## config.mk

```make
export PLATFORM = sky130hd
export DESIGN_NAME = maint_queue_top
export DESIGN_NICKNAME = d
export VERILOG_FILES = /design/src/rtl/maint_queue_pkg.sv /design/src/rtl/maint_queue_ctrl.sv /design/src/rtl/maint_queue_dpath.sv /design/src/rtl/maint_queue_top.sv
export SDC_FILE = /design/constraint.sdc
export NUM_CORES = 1
export LEC_CHECK = 0
export BUFFER_PORTS_ARGS = -buffer_cell sky130_fd_sc_hd__buf_2
export CORE_ASPECT_RATIO = 1.5
export CORE_UTILIZATION = 54
export CTS_CLUSTER_DIAMETER = 40
export CTS_CLUSTER_SIZE = 28
export DETAILED_ROUTE_END_ITERATION = 8
export PLACE_DENSITY = 0.72
export RECOVER_POWER = 25
export SYNTH_ARGS = -nofsm -noshare
export SYNTH_HDL_FRONTEND = slang
export SYNTH_SLANG_ARGS = --single-unit
```

## constraint.sdc

```tcl
create_clock -name clk -period 8.85 [get_ports clk]
set_clock_uncertainty 0.05 [all_clocks]
set_input_delay 0.885 -clock clk [delete_from_list [all_inputs] [get_ports clk]]
set_output_delay 0.885 -clock clk [all_outputs]
set_load 0.02 [all_outputs]
```

## src/rtl/maint_queue_pkg.sv

```systemverilog
package maint_queue_pkg;

  localparam int DATA_W = 32;
  localparam int OFS_W  = 12;

  localparam logic [OFS_W-1:0] OFS_PRIM   = 12'h244;
  localparam logic [OFS_W-1:0] OFS_MODE   = 12'h248;
  localparam logic [OFS_W-1:0] OFS_ADDR   = 12'h24C;
  localparam logic [OFS_W-1:0] OFS_SIZE   = 12'h250;
  localparam logic [OFS_W-1:0] OFS_WAY    = 12'h258;
  localparam logic [OFS_W-1:0] OFS_RESULT = 12'h25C;
  localparam logic [OFS_W-1:0] OFS_STATUS = 12'h260;

  localparam logic [DATA_W-1:0] SYNC_CODE = 32'h8;
  localparam logic [1:0] SCOPE_RANGE = 2'd0;
  localparam logic [1:0] TARGET_WAY  = 2'd2;

  typedef struct packed {
    logic [2:0] op;
    logic [1:0] target;
    logic [1:0] scope;
    logic       notify;
  } modeT;

  typedef struct packed {
    modeT              mode;
    logic [DATA_W-1:0] addr;
    logic [DATA_W-1:0] size;
  } entryT;

  // Strobes from control to datapath
  typedef struct packed {
    logic push;
    logic syncReq;
    logic clrEnd;
  } strobeT;

  function automatic modeT decodeMode(input logic [DATA_W-1:0] w);
    modeT m;
    m.op     = w[2:0];
    m.notify = w[15];
    m.scope  = w[18:17];
    m.target = w[22:21];
    return m;
  endfunction

  function automatic logic [DATA_W-1:0] encodeMode(input modeT m);
    return {9'd0, m.target, 2'd0, m.scope, 1'b0, m.notify, 12'd0, m.op};
  endfunction

endpackage

```

## src/rtl/maint_queue_ctrl.sv

```systemverilog
module maint_queue_ctrl
  import maint_queue_pkg::*;
#(
  parameter int NUM_CPU  = 4,
  parameter int CPU_ID_W = 2,
  parameter int WAY_W    = 8
) (
  input  logic                clk,
  input  logic                rstN,
  input  logic                busValid,
  input  logic                busWrite,
  input  logic [CPU_ID_W-1:0] busCpu,
  input  logic [OFS_W-1:0]    busAddr,
  input  logic [DATA_W-1:0]   busWdata,
  output logic                busReady,
  output logic [DATA_W-1:0]   busRdata,
  input  logic                fifoFull,
  input  logic                syncBusy,
  input  logic [NUM_CPU-1:0]  endFlag,
  input  logic [NUM_CPU-1:0]  queuedMask,
  input  logic [NUM_CPU-1:0]  execMask,
  output strobeT              strobe,
  output entryT               pushEntry,
  output logic [WAY_W-1:0]    pushWay
);

  logic                ownerValid;
  logic [CPU_ID_W-1:0] ownerCpu;
  modeT                modeReg;
  logic [DATA_W-1:0]   addrReg;
  logic [DATA_W-1:0]   sizeReg;
  logic [WAY_W-1:0]    wayReg;
  logic [NUM_CPU-1:0]  errOe;

  logic isRead, wrAcc, rdAcc, isOwner;

  assign isRead   = busValid && !busWrite;
  assign busReady = !(isRead && busAddr == OFS_PRIM && syncBusy);
  assign wrAcc    = busValid && busWrite && busReady;
  assign rdAcc    = isRead && busReady;
  assign isOwner  = ownerValid && (busCpu == ownerCpu);

  always_ff @(posedge clk) begin
    if (!rstN) begin
      ownerValid <= 1'b0;
      ownerCpu   <= '0;
      modeReg    <= '0;
      addrReg    <= '0;
      sizeReg    <= '0;
      wayReg     <= '0;
      errOe      <= '0;
    end else begin
      if (wrAcc) begin
        unique case (busAddr)
          OFS_MODE: begin
            if (!ownerValid) begin
              ownerValid <= 1'b1;
              ownerCpu   <= busCpu;
              modeReg    <= decodeMode(busWdata);
            end else if (isOwner) begin
              modeReg <= decodeMode(busWdata);
            end else begin
              errOe[busCpu] <= 1'b1;
            end
          end
          OFS_ADDR: if (isOwner) addrReg <= busWdata;
          OFS_SIZE: if (isOwner) sizeReg <= busWdata;
          OFS_WAY:  if (isOwner) wayReg  <= busWdata[WAY_W-1:0];
          default: ;
        endcase
      end
      if (rdAcc && busAddr == OFS_RESULT) begin
        errOe[busCpu] <= 1'b0;
        if (isOwner) ownerValid <= 1'b0;
      end
    end
  end

  always_comb begin
    strobe.push    = rdAcc && busAddr == OFS_RESULT && isOwner && !fifoFull;
    strobe.syncReq = wrAcc && busAddr == OFS_PRIM && busWdata == SYNC_CODE;
    strobe.clrEnd  = wrAcc && busAddr == OFS_STATUS && busWdata[2];
  end

  // Operands that the scope or target does not use are cleared at commit
  always_comb begin
    pushEntry.mode = modeReg;
    pushEntry.addr = (modeReg.scope == SCOPE_RANGE) ? addrReg : '0;
    pushEntry.size = (modeReg.scope == SCOPE_RANGE) ? sizeReg : '0;
    pushWay        = (modeReg.target == TARGET_WAY) ? wayReg : '0;
  end

  always_comb begin
    busRdata = '0;
    if (isRead) begin
      unique case (busAddr)
        OFS_MODE:   busRdata = encodeMode(modeReg);
        OFS_ADDR:   busRdata = addrReg;
        OFS_SIZE:   busRdata = sizeReg;
        OFS_WAY:    busRdata = {{(DATA_W-WAY_W){1'b0}}, wayReg};
        OFS_RESULT: busRdata = {{(DATA_W-2){1'b0}}, isOwner && fifoFull, errOe[busCpu]};
        OFS_STATUS: busRdata = {{(DATA_W-3){1'b0}}, endFlag[busCpu],
                                execMask[busCpu], queuedMask[busCpu]};
        default:    busRdata = '0;
      endcase
    end
  end

endmodule

```

## src/rtl/maint_queue_dpath.sv

```systemverilog
module maint_queue_dpath
  import maint_queue_pkg::*;
#(
  parameter int NUM_CPU     = 4,
  parameter int CPU_ID_W    = 2,
  parameter int WAY_W       = 8,
  parameter int QUEUE_DEPTH = 4,
  parameter int EXEC_LAT    = 6
) (
  input  logic                clk,
  input  logic                rstN,
  input  strobeT              strobe,
  input  logic [CPU_ID_W-1:0] strobeCpu,
  input  entryT               pushEntry,
  input  logic [WAY_W-1:0]    pushWay,
  output logic                fifoFull,
  output logic                syncBusy,
  output logic [NUM_CPU-1:0]  endFlag,
  output logic [NUM_CPU-1:0]  queuedMask,
  output logic [NUM_CPU-1:0]  execMask,
  output logic                execBusy,
  output logic                execStart,
  output logic [CPU_ID_W-1:0] execCpu,
  output entryT               execEntry,
  output logic [WAY_W-1:0]    execWay
);

  localparam int PTR_W = (QUEUE_DEPTH > 1) ? $clog2(QUEUE_DEPTH) : 1;
  localparam int CNT_W = $clog2(QUEUE_DEPTH + 1);
  localparam int LAT_W = $clog2(EXEC_LAT + 1);

  entryT               entryMem [QUEUE_DEPTH];
  logic [WAY_W-1:0]    wayMem   [QUEUE_DEPTH];
  logic [CPU_ID_W-1:0] cpuMem   [QUEUE_DEPTH];
  logic [PTR_W-1:0]    wrPtr, rdPtr;
  logic [CNT_W-1:0]    count;
  logic [LAT_W-1:0]    remain;
  logic                syncPend;
  logic                finishing, pop, push;
  logic [NUM_CPU-1:0]  queuedRaw;

  function automatic logic [PTR_W-1:0] nextPtr(input logic [PTR_W-1:0] p);
    return (int'(p) == QUEUE_DEPTH - 1) ? '0 : p + 1'b1;
  endfunction

  assign fifoFull  = (int'(count) == QUEUE_DEPTH);
  assign push      = strobe.push && !fifoFull;
  assign finishing = execBusy && (remain == LAT_W'(1));
  assign pop       = (count != '0) && (!execBusy || finishing);
  assign syncBusy  = syncPend;

  always_ff @(posedge clk) begin
    if (!rstN) begin
      wrPtr <= '0;
      rdPtr <= '0;
      count <= '0;
    end else begin
      if (push) begin
        entryMem[wrPtr] <= pushEntry;
        wayMem[wrPtr]   <= pushWay;
        cpuMem[wrPtr]   <= strobeCpu;
        wrPtr           <= nextPtr(wrPtr);
      end
      if (pop) rdPtr <= nextPtr(rdPtr);
      count <= count + CNT_W'(push) - CNT_W'(pop);
    end
  end

  // Executor: fixed countdown, chained to the next entry without a gap
  always_ff @(posedge clk) begin
    if (!rstN) begin
      execBusy  <= 1'b0;
      execStart <= 1'b0;
      remain    <= '0;
      execCpu   <= '0;
      execEntry <= '0;
      execWay   <= '0;
    end else begin
      execStart <= 1'b0;
      if (pop) begin
        execBusy  <= 1'b1;
        execStart <= 1'b1;
        remain    <= LAT_W'(EXEC_LAT);
        execCpu   <= cpuMem[rdPtr];
        execEntry <= entryMem[rdPtr];
        execWay   <= wayMem[rdPtr];
      end else if (finishing) begin
        execBusy <= 1'b0;
      end else if (execBusy) begin
        remain <= remain - 1'b1;
      end
    end
  end

  always_ff @(posedge clk) begin
    if (!rstN) syncPend <= 1'b0;
    else if (strobe.syncReq) syncPend <= 1'b1;
    else if (count == '0 && !execBusy) syncPend <= 1'b0;
  end

  always_comb begin
    queuedRaw = '0;
    for (int k = 0; k < QUEUE_DEPTH; k++) begin
      int idx;
      idx = int'(rdPtr) + k;
      if (idx >= QUEUE_DEPTH) idx = idx - QUEUE_DEPTH;
      if (k < int'(count)) queuedRaw[cpuMem[idx]] = 1'b1;
    end
  end

  assign queuedMask = queuedRaw | execMask;

  for (genvar c = 0; c < NUM_CPU; c++) begin : g_cpu
    assign execMask[c] = execBusy && (execCpu == CPU_ID_W'(c));

    always_ff @(posedge clk) begin
      if (!rstN) endFlag[c] <= 1'b0;
      else if (finishing && execEntry.mode.notify && execCpu == CPU_ID_W'(c))
        endFlag[c] <= 1'b1;
      else if (strobe.clrEnd && strobeCpu == CPU_ID_W'(c))
        endFlag[c] <= 1'b0;
    end
  end

endmodule

```

## src/rtl/maint_queue_top.sv

```systemverilog
module maint_queue_top
  import maint_queue_pkg::*;
#(
  parameter int NUM_CPU     = 4,
  parameter int QUEUE_DEPTH = 4,
  parameter int EXEC_LAT    = 6,
  parameter int WAY_W       = 8,
  localparam int CPU_ID_W   = (NUM_CPU > 1) ? $clog2(NUM_CPU) : 1
) (
  input  logic                clk,
  input  logic                rstN,
  input  logic                busValid,
  input  logic                busWrite,
  input  logic [CPU_ID_W-1:0] busCpu,
  input  logic [11:0]         busAddr,
  input  logic [31:0]         busWdata,
  output logic                busReady,
  output logic [31:0]         busRdata,
  output logic                execBusy,
  output logic                execStart,
  output logic [CPU_ID_W-1:0] execCpu,
  output logic [2:0]          execOp,
  output logic [1:0]          execTarget,
  output logic [1:0]          execScope,
  output logic [31:0]         execAddr,
  output logic [31:0]         execSize,
  output logic [WAY_W-1:0]    execWay
);

  strobeT             strobe;
  entryT              pushEntry, execEntry;
  logic [WAY_W-1:0]   pushWay;
  logic               fifoFull, syncBusy;
  logic [NUM_CPU-1:0] endFlag, queuedMask, execMask;

  maint_queue_ctrl #(
    .NUM_CPU(NUM_CPU), .CPU_ID_W(CPU_ID_W), .WAY_W(WAY_W)
  ) i_ctrl (
    .clk(clk), .rstN(rstN),
    .busValid(busValid), .busWrite(busWrite), .busCpu(busCpu),
    .busAddr(busAddr), .busWdata(busWdata),
    .busReady(busReady), .busRdata(busRdata),
    .fifoFull(fifoFull), .syncBusy(syncBusy), .endFlag(endFlag),
    .queuedMask(queuedMask), .execMask(execMask),
    .strobe(strobe), .pushEntry(pushEntry), .pushWay(pushWay)
  );

  maint_queue_dpath #(
    .NUM_CPU(NUM_CPU), .CPU_ID_W(CPU_ID_W), .WAY_W(WAY_W),
    .QUEUE_DEPTH(QUEUE_DEPTH), .EXEC_LAT(EXEC_LAT)
  ) i_dpath (
    .clk(clk), .rstN(rstN),
    .strobe(strobe), .strobeCpu(busCpu),
    .pushEntry(pushEntry), .pushWay(pushWay),
    .fifoFull(fifoFull), .syncBusy(syncBusy), .endFlag(endFlag),
    .queuedMask(queuedMask), .execMask(execMask),
    .execBusy(execBusy), .execStart(execStart), .execCpu(execCpu),
    .execEntry(execEntry), .execWay(execWay)
  );

  assign execOp     = execEntry.mode.op;
  assign execTarget = execEntry.mode.target;
  assign execScope  = execEntry.mode.scope;
  assign execAddr   = execEntry.addr;
  assign execSize   = execEntry.size;

endmodule

```

==> flow_metrics.tcl, run 1 <==
set metrics [dict create \
    status "finished, violations left" \
    violations "max-capacitance violations, max-slew violations" \
    synth_cells 1604 \
    regArea_mm2 0.01362 \
    ant_nets 0 \
    yosysWarningCount 0 \
    hpwl_um 33150 \
    grt_max_degree 100 \
    rsz0062_at_grt "false" \
    place_congestion 0.8719 \
    nFillCells 3029 \
    n_antenna_cell 0 \
    routed_wirelength_um 51280 \
    ir_drop_v 0.0001464 \
    cap_violations 2 \
    synth_seq_area_share_pct 64.95 \
    worstMarginPinSlew_ns 3.810 \
    die_area_mm2 0.03962 \
    drt_first_pass_iters 5 \
    cts_tree "yes" \
    route.detailed.drc 0 \
    grt_pass1_vias 12940 \
    max_freq_mhz 173.1 \
    cp_cell_sequence "clkbuf_1, clkinvlp_2, buf_4, a21oi_1" \
    tns_ns 0 \
    cts_made_buffers 41 \
    cp_data_required_time_ns 9.28 \
    cts_root_buffer "clkbuf_16" \
    end_kind "register" \
    synthArstFlopShare_pct 0 \
    initial_core_util_pct 54.70 \
    final_common_cell "edfxtp_1" \
    wl_per_cell_um 23.48 \
    drive_above_1_share_pct 21.97 \
    multiInputGateArea_mm2 0.006379 \
    critical-path-max-stage-delay_ns 3.06 \
    synth-seq-cells 516 \
    row_count 88 \
    holdWs_ns 0.4020 \
    clkLatencyLatePin_ns 0.57 \
    viasPerCell 5.952 \
    hp-class "register to register" \
    maxSlewHeadroom_pct -155.4 \
    numClockSinks 516 \
    worstPathMaxFanout 99 \
    area_growth_syn_to_layout_pct 10.22 \
    start_kind "primary input" \
    antenna_found_initial 1 \
    hold_violations 0 \
    die_height_um 243.3 \
    netlist_area_mm2 0.02096 \
    slowest_stage "clkinvlp_2" \
    io_pins 166 \
    finalCritPeriodShare_pct 65.27 \
    cts.path.max_buffers 3 \
    fin_crit_ns 5.776 \
    cts_resized 0 \
    gr-total-overflow 0 \
    port_buffers 165 \
    grt_pass1_wl_um 77350 \
    postCtsSetupBuffers 0 \
    synth_cell_types 61 \
    die_x_um 162.9 \
    setup_violations 0 \
    first_iter_violations 1132 \
    powerDensity_mw_per_mm2 198.5 \
    synthFlopType "edfxtp_1" \
    crit_type "primary input to register" \
    synth-edff-count 328 \
    synth_nets 1666 \
    via_count 13000 \
    cts-htree-levels 2 \
    grt_usage_pct 26.39 \
    clk_pin_slew_worst_paths_ns 0.09 \
    maxSlewViolCount 151 \
    hold_buffers 0 \
    avgSynthCellArea_um2 13.07 \
    cp.arrival_ns 6.20 \
    core_area_mm2 0.03832 \
    final_cell_mix "328 x edfxtp_1, 309 x nand2_1, 186 x dfxtp_1" \
    p_leak_uw 0.008566 \
    fin_nets 1721 \
]
synth_stat cells, types with 2 or more instances:
master / instances / share of area, %
and4_1: 4 / 0.17
buf_2: 19 / 0.45
nand2_1: 310 / 5.6
a222oi_1: 2 / 0.096
a21oi_1: 162 / 3.9
nand3_1: 12 / 0.29
a31oi_1: 3 / 0.090
dfxtp_1: 188 / 18
nand4_1: 4 / 0.12
a311oi_1: 3 / 0.13
buf_1: 7 / 0.13
and2_1: 74 / 2.2
nor3_1: 7 / 0.17
and3_1: 9 / 0.27
o21ai_0: 9 / 0.21
o221a_2: 4 / 0.21
xnor2_1: 2 / 0.084
o22ai_1: 2 / 0.060
inv_1: 19 / 0.34
or3_1: 4 / 0.12
buf_4: 75 / 2.7
clkbuf_1: 65 / 1.2
nor2b_1: 6 / 0.18
nand2b_1: 5 / 0.15
xor2_1: 3 / 0.13
nor4_1: 10 / 0.30
mux4_2: 90 / 9.7
edfxtp_1: 328 / 47
mux2i_1: 25 / 1.2
nor3b_1: 4 / 0.14
nor2_1: 66 / 1.2
nor4b_1: 4 / 0.17
mux2_2: 10 / 0.54
ha_1: 11 / 0.66
o211ai_1: 2 / 0.072
a22oi_1: 30 / 1.1
or4b_1: 2 / 0.096
flip-flops by register name, indices dropped and copies added (netlist names), 2 cells and up, named ones only:
register,count
i_dpath.execCpu,2
i_dpath.wayMem,32
i_ctrl.pushEntry,8
i_dpath.endFlag,4
i_dpath.entryMem,288
i_dpath.execEntry,72
i_ctrl.wayReg,8
i_dpath.count,3
i_dpath.execWay,8
i_dpath.cpuMem,8
i_ctrl.sizeReg,32
i_ctrl.errOe,4
i_dpath.remain,3
i_dpath.rdPtr,2
i_ctrl.addrReg,32
i_dpath.wrPtr,2
i_ctrl.ownerCpu,2
metrics by stage:
stage	worst slack (ns)	utilization (%)	power [uW]	instance area (um^2)	std cells
2_1_floorplan	4.042	-	2639	20960	1604
3_3_place_gp	4.158	56.47	2677	21640	2111
3_5_place_dp	4.082	56.47	2679	21640	2111
4_1_cts	4.286	60.34	4620	23120	2184
5_1_grt	2.676	60.29	4721	23100	2184
6_report	3.074	60.29	4585	23100	2184
cell type report:
type                       instances  share of cell area, %
clock inverter                    29                  1.798
clock buffer                      44                  4.625
inverter                          20                 0.3304
multi-input combinational        901                  27.61
tap                              495                  2.681
sequential                       516                  58.96
timing repair buffer             179                  3.997
routing by layer:
layer  up-vias  global-route usage [%]  part of all wire, %
met2       519                   45.26                   51
met5         -                       0                0.020
met4         2                   11.46                  4.1
met1      6489                   33.13                   38
li1       5877                       -                    -
met3       113                   3.796                  6.5
final timing paths:
| kind | start | end | slack (ns) | depth (start not counted) |
|---|---|---|---|---|
| min | i_dpath.execEntry[70] | i_dpath.execEntry[70] | 0.40 | 2 |
| max reg2reg | i_ctrl.pushEntry[66] | i_dpath.entryMem[1][15] | 5.32 | 3 |
| max | rstN | i_ctrl.addrReg[17] | 3.07 | 4 |
| min reg2reg | i_dpath.execEntry[70] | i_dpath.execEntry[70] | 0.40 | 2 |
power by group:
group,internal [uW],switching (uW),total [uW]
clock,964,996,1960
combinational,25.3,70.4,95.6
sequential,2530,2.62,2530
critical path, delay by kind of cell:
kind	cells	cell delay (ns)
AO/OA/AOI/OAI	1	0.29
buffers and inverters	3	4.99
cell families (layout without fill, tap and decap cells):
logic type,after synthesis,in the layout,synth area share (%)
DFF,516,516,64.95
muxes,125,125,11.40
buffers and inverters,187,272,4.811
and+or+nand+nor,532,532,11.64
AOI/OAI and AO/OA,227,227,6.238
xor gates and xnor gates,5,5,0.2090
adders and majority gates,12,12,0.7521
Power figures use the tool's default switching activity.
==> run 2: changes to the inputs <==
==> constraint.sdc (replaced) <==
create_clock -name clk -period 6.1 [get_ports clk]
set_clock_uncertainty 0.05 [all_clocks]
set_input_delay 0.61 -clock clk [delete_from_list [all_inputs] [get_ports clk]]
set_output_delay 0.61 -clock clk [all_outputs]
set_load 0.02 [all_outputs]
==> flow_metrics.tcl, run 2 (synthesis gave the netlist of run 1 again) <==
set metrics [dict create \
    setup_violations 0 \
    finalCritPeriodShare_pct 70.95 \
    maxSlewViolCount 26 \
    max_freq_mhz 231.1 \
    clkLatencyLatePin_ns 0.57 \
    numClockSinks 516 \
    powerDensity_mw_per_mm2 291.3 \
    cp.arrival_ns 3.67 \
    hold_violations 0 \
    largest_reg_flops 288 \
    routed_wirelength_um 49660 \
    cts_resized 0 \
    initial_core_util_pct 54.70 \
    cp_data_required_time_ns 5.44 \
    die_x_um 162.9 \
    place_congestion 0.8346 \
    ant_nets 0 \
    reg2regPathDepth 6 \
    io_pins 166 \
    cts-htree-levels 2 \
    r2r_start "i_ctrl.ownerCpu[1]" \
    crit_type "register to output port" \
    grt_usage_pct 25.73 \
    rsz0062_at_grt "false" \
    row_count 88 \
    first_iter_violations 1063 \
    maxSlewHeadroom_pct -4.215 \
    grt_pass1_wl_um 76250 \
    fin_crit_ns 4.328 \
    worstMarginPinSlew_ns 1.557 \
    hold_buffers 0 \
    nFillCells 3027 \
    gr-total-overflow 0 \
    core_area_mm2 0.03832 \
    multiInputGateArea_mm2 0.006379 \
    clk_pin_slew_worst_paths_ns 0.08 \
    wl_per_cell_um 22.63 \
    tns_ns 0 \
    final_cell_mix "328 x edfxtp_1, 309 x nand2_1, 186 x dfxtp_1" \
    cts_root_buffer "clkbuf_16" \
    regMostFlops "i_dpath.entryMem" \
    instances_no_fill 2195 \
    dp_slack_ns 1.943 \
    start_kind "register" \
    cts_made_buffers 42 \
    postCtsSetupBuffers 0 \
    area_growth_syn_to_layout_pct 10.23 \
    end_kind "output port" \
    cap_violations 1 \
    drt_first_pass_iters 5 \
    status "finished, violations left" \
    die_height_um 243.3 \
    drive_above_1_share_pct 18.26 \
    layout_setup_ws_ns 1.772 \
    via_count 13020 \
    min_from "busWdata[9]" \
    hp-class "primary input to register" \
    hpwl_um 32840 \
    cts.path.max_buffers 3 \
    fin_nets 1726 \
    die_area_mm2 0.03962 \
    port_buffers 165 \
    cts_tree "yes" \
    place_inst 2115 \
    p_leak_uw 0.008339 \
    ir_drop_v 0.0002182 \
    viasPerCell 5.932 \
    final_common_cell "edfxtp_1" \
    reg_top3 "i_dpath.entryMem x288, i_dpath.execEntry x72" \
    grt_max_degree 131 \
    worstPathMaxFanout 47 \
    violations "max-capacitance violations, max-slew violations" \
    hold_depth 3 \
    route.detailed.drc 0 \
    worstSetupStartpoint "i_dpath.rdPtr[0]" \
    regArea_mm2 0.01362 \
    antenna_found_initial 1 \
    grt_pass1_vias 12930 \
]
-- run 2: changes by cell type in the layout (fill, tap and decap cells not counted), sizes merged --
cell,change
inv,+11
clkinv,-12
buf,-62
clkbuf,+72
diode,+2
-- run 2: stage by stage --
step	total power, uW	instance area [um^2]	hold WS, ns	utilization [%]
floorplan	3829	20960	0.3863	-
global placement	3882	21680	0.3918	56.58
detailed placement	3884	21680	0.3944	56.58
CTS	6783	23190	0.2290	60.53
global route	6915	23100	0.2483	60.29
finish	6731	23100	0.2558	60.30
-- run 2: worst max-delay path, cell delays in order, from the launching register on --
cell and delay, ns:
dfxtp_4 0.97, ha_1 0.43, mux4_2 0.59, o22ai_1 0.15, o21ai_0 0.10, a2111oi_0 0.41
a221o_1 0.26, buf_2 0.17
-- run 2: report_power, final --
part | internal (uW) | leakage, uW | total [uW] | switching [uW]
Sequential | 3660 | 0.00531 | 3670 | 5.59
Clock | 1480 | 0.000732 | 2930 | 1450
Combinational | 36.6 | 0.00230 | 133 | 96.5
-- run 2: cell type report --
cell class                 count  area share, %
sequential                   516          58.95
clock buffer                  50          4.955
antenna                        2        0.02166
clock inverter                28          1.603
inverter                      20         0.3466
tap                          495          2.681
timing repair buffer         183          3.834
multi-input combinational    901          27.61
-- run 2: worst paths after layout --
| kind | slack (ns) | end |
|---|---|---|
| min | 0.26 | i_ctrl.sizeReg[9] |
| max reg2reg | 3.09 | i_ctrl.addrReg[15] |
| max | 1.77 | busRdata[0] |
| min reg2reg | 0.40 | i_dpath.execEntry[70] |
-- run 2: layer usage --
metal | global-route usage, % | routed length, um | part of all wire, %
met5 | 0 | 0 | 0
met4 | 12.64 | 2319 | 4.7
met3 | 4.375 | 3662 | 7.4
met2 | 42.94 | 24960 | 50
met1 | 32.33 | 18730 | 38
==> run 3: changes to the inputs <==
--- a/config.mk
+++ b/config.mk
@@ -11,7 +11,7 @@
 export CTS_CLUSTER_DIAMETER = 40
 export CTS_CLUSTER_SIZE = 28
 export DETAILED_ROUTE_END_ITERATION = 8
-export PLACE_DENSITY = 0.72
+export PLACE_DENSITY = 0.75
 export RECOVER_POWER = 25
 export SYNTH_ARGS = -nofsm -noshare
 export SYNTH_HDL_FRONTEND = slang
==> constraint.sdc (replaced) <==
create_clock -name clk -period 3.58 [get_ports clk]
set_clock_uncertainty 0.05 [all_clocks]
set_input_delay 0.358 -clock clk [delete_from_list [all_inputs] [get_ports clk]]
set_output_delay 0.358 -clock clk [all_outputs]
set_load 0.02 [all_outputs]
==> flow_metrics.tcl, run 3 (synthesis gave the netlist of run 1 again) <==
set metrics [dict create \
    start_kind "register" \
    regMostFlops "i_dpath.entryMem" \
    grt_max_degree 92 \
    instances_no_fill 2214 \
    row_count 88 \
    fin_nets 1747 \
    critical_path.top_delay_family "compound AO/OA/AOI/OAI gates" \
    violations "max-capacitance violations, max-slew violations" \
    reg_top3 "i_dpath.entryMem x288, i_dpath.execEntry x72" \
    core_area_mm2 0.03832 \
    drt_first_pass_iters 5 \
    p_sw_share_pct 23.11 \
    rrSetupSlack_ns 0.94 \
    r2r_start "i_ctrl.pushEntry[66]" \
    grt_usage_pct 25.75 \
    first_iter_violations 1198 \
    critPathBufInv 1 \
    finalCritPeriodShare_pct 95.27 \
    viasPerCell 5.921 \
    crit_type "register to output port" \
    hold_violations 0 \
    layout_setup_ws_ns 0.1693 \
    cts.path.max_buffers 3 \
    seq_power_share_pct 54.6 \
    cts_made_buffers 41 \
    maxSlewViolCount 44 \
    dp_slack_ns 0.5125 \
    hp-class "primary input to register" \
    place_congestion 0.9067 \
    numClockSinks 516 \
    status "finished, violations left" \
    maxSlewHeadroom_pct -17.63 \
    p_leak_uw 0.008408 \
    initial_core_util_pct 54.70 \
    combPwrFrac_pct 2.2 \
    ir_drop_v 0.0003405 \
    clockPowerShare_pct 43.2 \
    cp.arrival_ns 3.00 \
    drive_above_1_share_pct 17.93 \
    route.detailed.drc 0 \
    postLayoutCoreUtil_pct 61.05 \
    hpwl_um 32500 \
    clkLatencyLatePin_ns 0.58 \
    port_buffers 165 \
    place_inst 2125 \
    grt_pass1_wl_um 76360 \
    cts-htree-levels 2 \
    intPower_uw 8794 \
    routed_wirelength_um 50120 \
    largest_reg_flops 288 \
    wl_per_cell_um 22.64 \
    die_height_um 243.3 \
    worstSetupStartpoint "i_dpath.rdPtr[0]" \
    die_area_mm2 0.03962 \
    ant_nets 0 \
    slowest_stage "mux4_2" \
    critical-path-max-stage-delay_ns 0.57 \
    cts_root_buffer "clkbuf_16" \
    final_common_cell "edfxtp_1" \
    io_pins 166 \
    min_from "busWdata[24]" \
    cp_cell_sequence "ha_2, mux4_2, o22ai_1, o21ai_0, a2111oi_1, a221o_1, buf_2" \
    setup_violations 0 \
    cap_violations 1 \
    end_kind "output port" \
    die_x_um 162.9 \
    powerDensity_mw_per_mm2 488.9 \
    power_switching_uw 2643 \
    via_count 13110 \
    gr-total-overflow 0 \
    worstPathMaxFanout 9 \
    worstMarginPinSlew_ns 1.763 \
    tns_ns 0 \
    fin_crit_ns 3.411 \
    clk_pin_slew_worst_paths_ns 0.08 \
    grt_pass1_vias 12920 \
    cts_tree "yes" \
    area_growth_syn_to_layout_pct 11.61 \
    power.total_uw 11440 \
    cp_data_required_time_ns 3.17 \
    rsz0062_at_grt "false" \
    antenna_found_initial 1 \
    max_freq_mhz 293.2 \
    final_cell_mix "328 x edfxtp_1, 309 x nand2_1, 186 x dfxtp_1" \
]
[run 3: cell types whose count changed in the layout (fill, tap and decap cells not counted), sizes merged]
cell / delta
clkinv: +9
buf: -3
bufinv: +1
clkbuf: +6
clkinvlp: -1
diode: -1
inv: -4
dlygate4sd3: +12
[run 3: area by class of cell]
type,instances,area (um^2)
Fill cell,2968,14920
Tap cell,495,619.3
Clock buffer,43,1076
Sequential cell,516,13620
Clock inverter,33,427.9
Multi-Input combinational cell,901,6377
Timing Repair Buffer,205,1190
Inverter,20,80.08
Antenna cell,1,2.502
[run 3: final timing paths]
kind | endpoint | cells past startpoint
max reg2reg | i_dpath.entryMem[1][39] | 3
min | i_ctrl.sizeReg[24] | 3
min reg2reg | i_dpath.execEntry[64] | 2
max | busRdata[0] | 7
[run 3: stage by stage]
| stage | area [um^2] | hold slack, ns |
|---|---|---|
| after floorplan | 20970 | 0.3863 |
| after global placement | 21870 | 0.3913 |
| after detailed placement | 21870 | 0.3942 |
| after CTS | 23500 | 0.003491 |
| after global routing | 23390 | 0.01995 |
| final | 23390 | 0.02607 |
[run 3: power groups by stage]
stage                     Combinational (uW)  Sequential [uW]  Clock [uW]
after floorplan                          138             6390           0
after global placement                   237             6390           0
after detailed placement                 241             6390           0
after CTS                                251             6250        5000
after global routing                     271             6250        5240
final                                    251             6250        4940
[run 3: worst register-to-register path, delay by kind of cell, from the launching register on]
| family | cells | cell delay [ns] |
|---|---|---|
| buffers and inverters | 1 | 0.38 |
| AND/OR/NAND/NOR | 2 | 1.61 |
| flip-flops | 1 | 0.41 |
[run 3: timing repair]
action | in CTS | in global routing
setup endpoints to repair | 0 | 1
buffers inserted | 0 | 0
endpoints found under the hold margin | 16 | 0
hold buffers | 12 | 0
resized for setup | 0 | 2
[run 3: layer usage]
layer	GRT usage, %	vias to the layer above	share of wire [%]
met3	3.235	96	7.5
li1	-	5919	-
met4	11.65	0	4.0
met5	0	-	0
met1	33.19	6492	37
met2	43.38	602	51
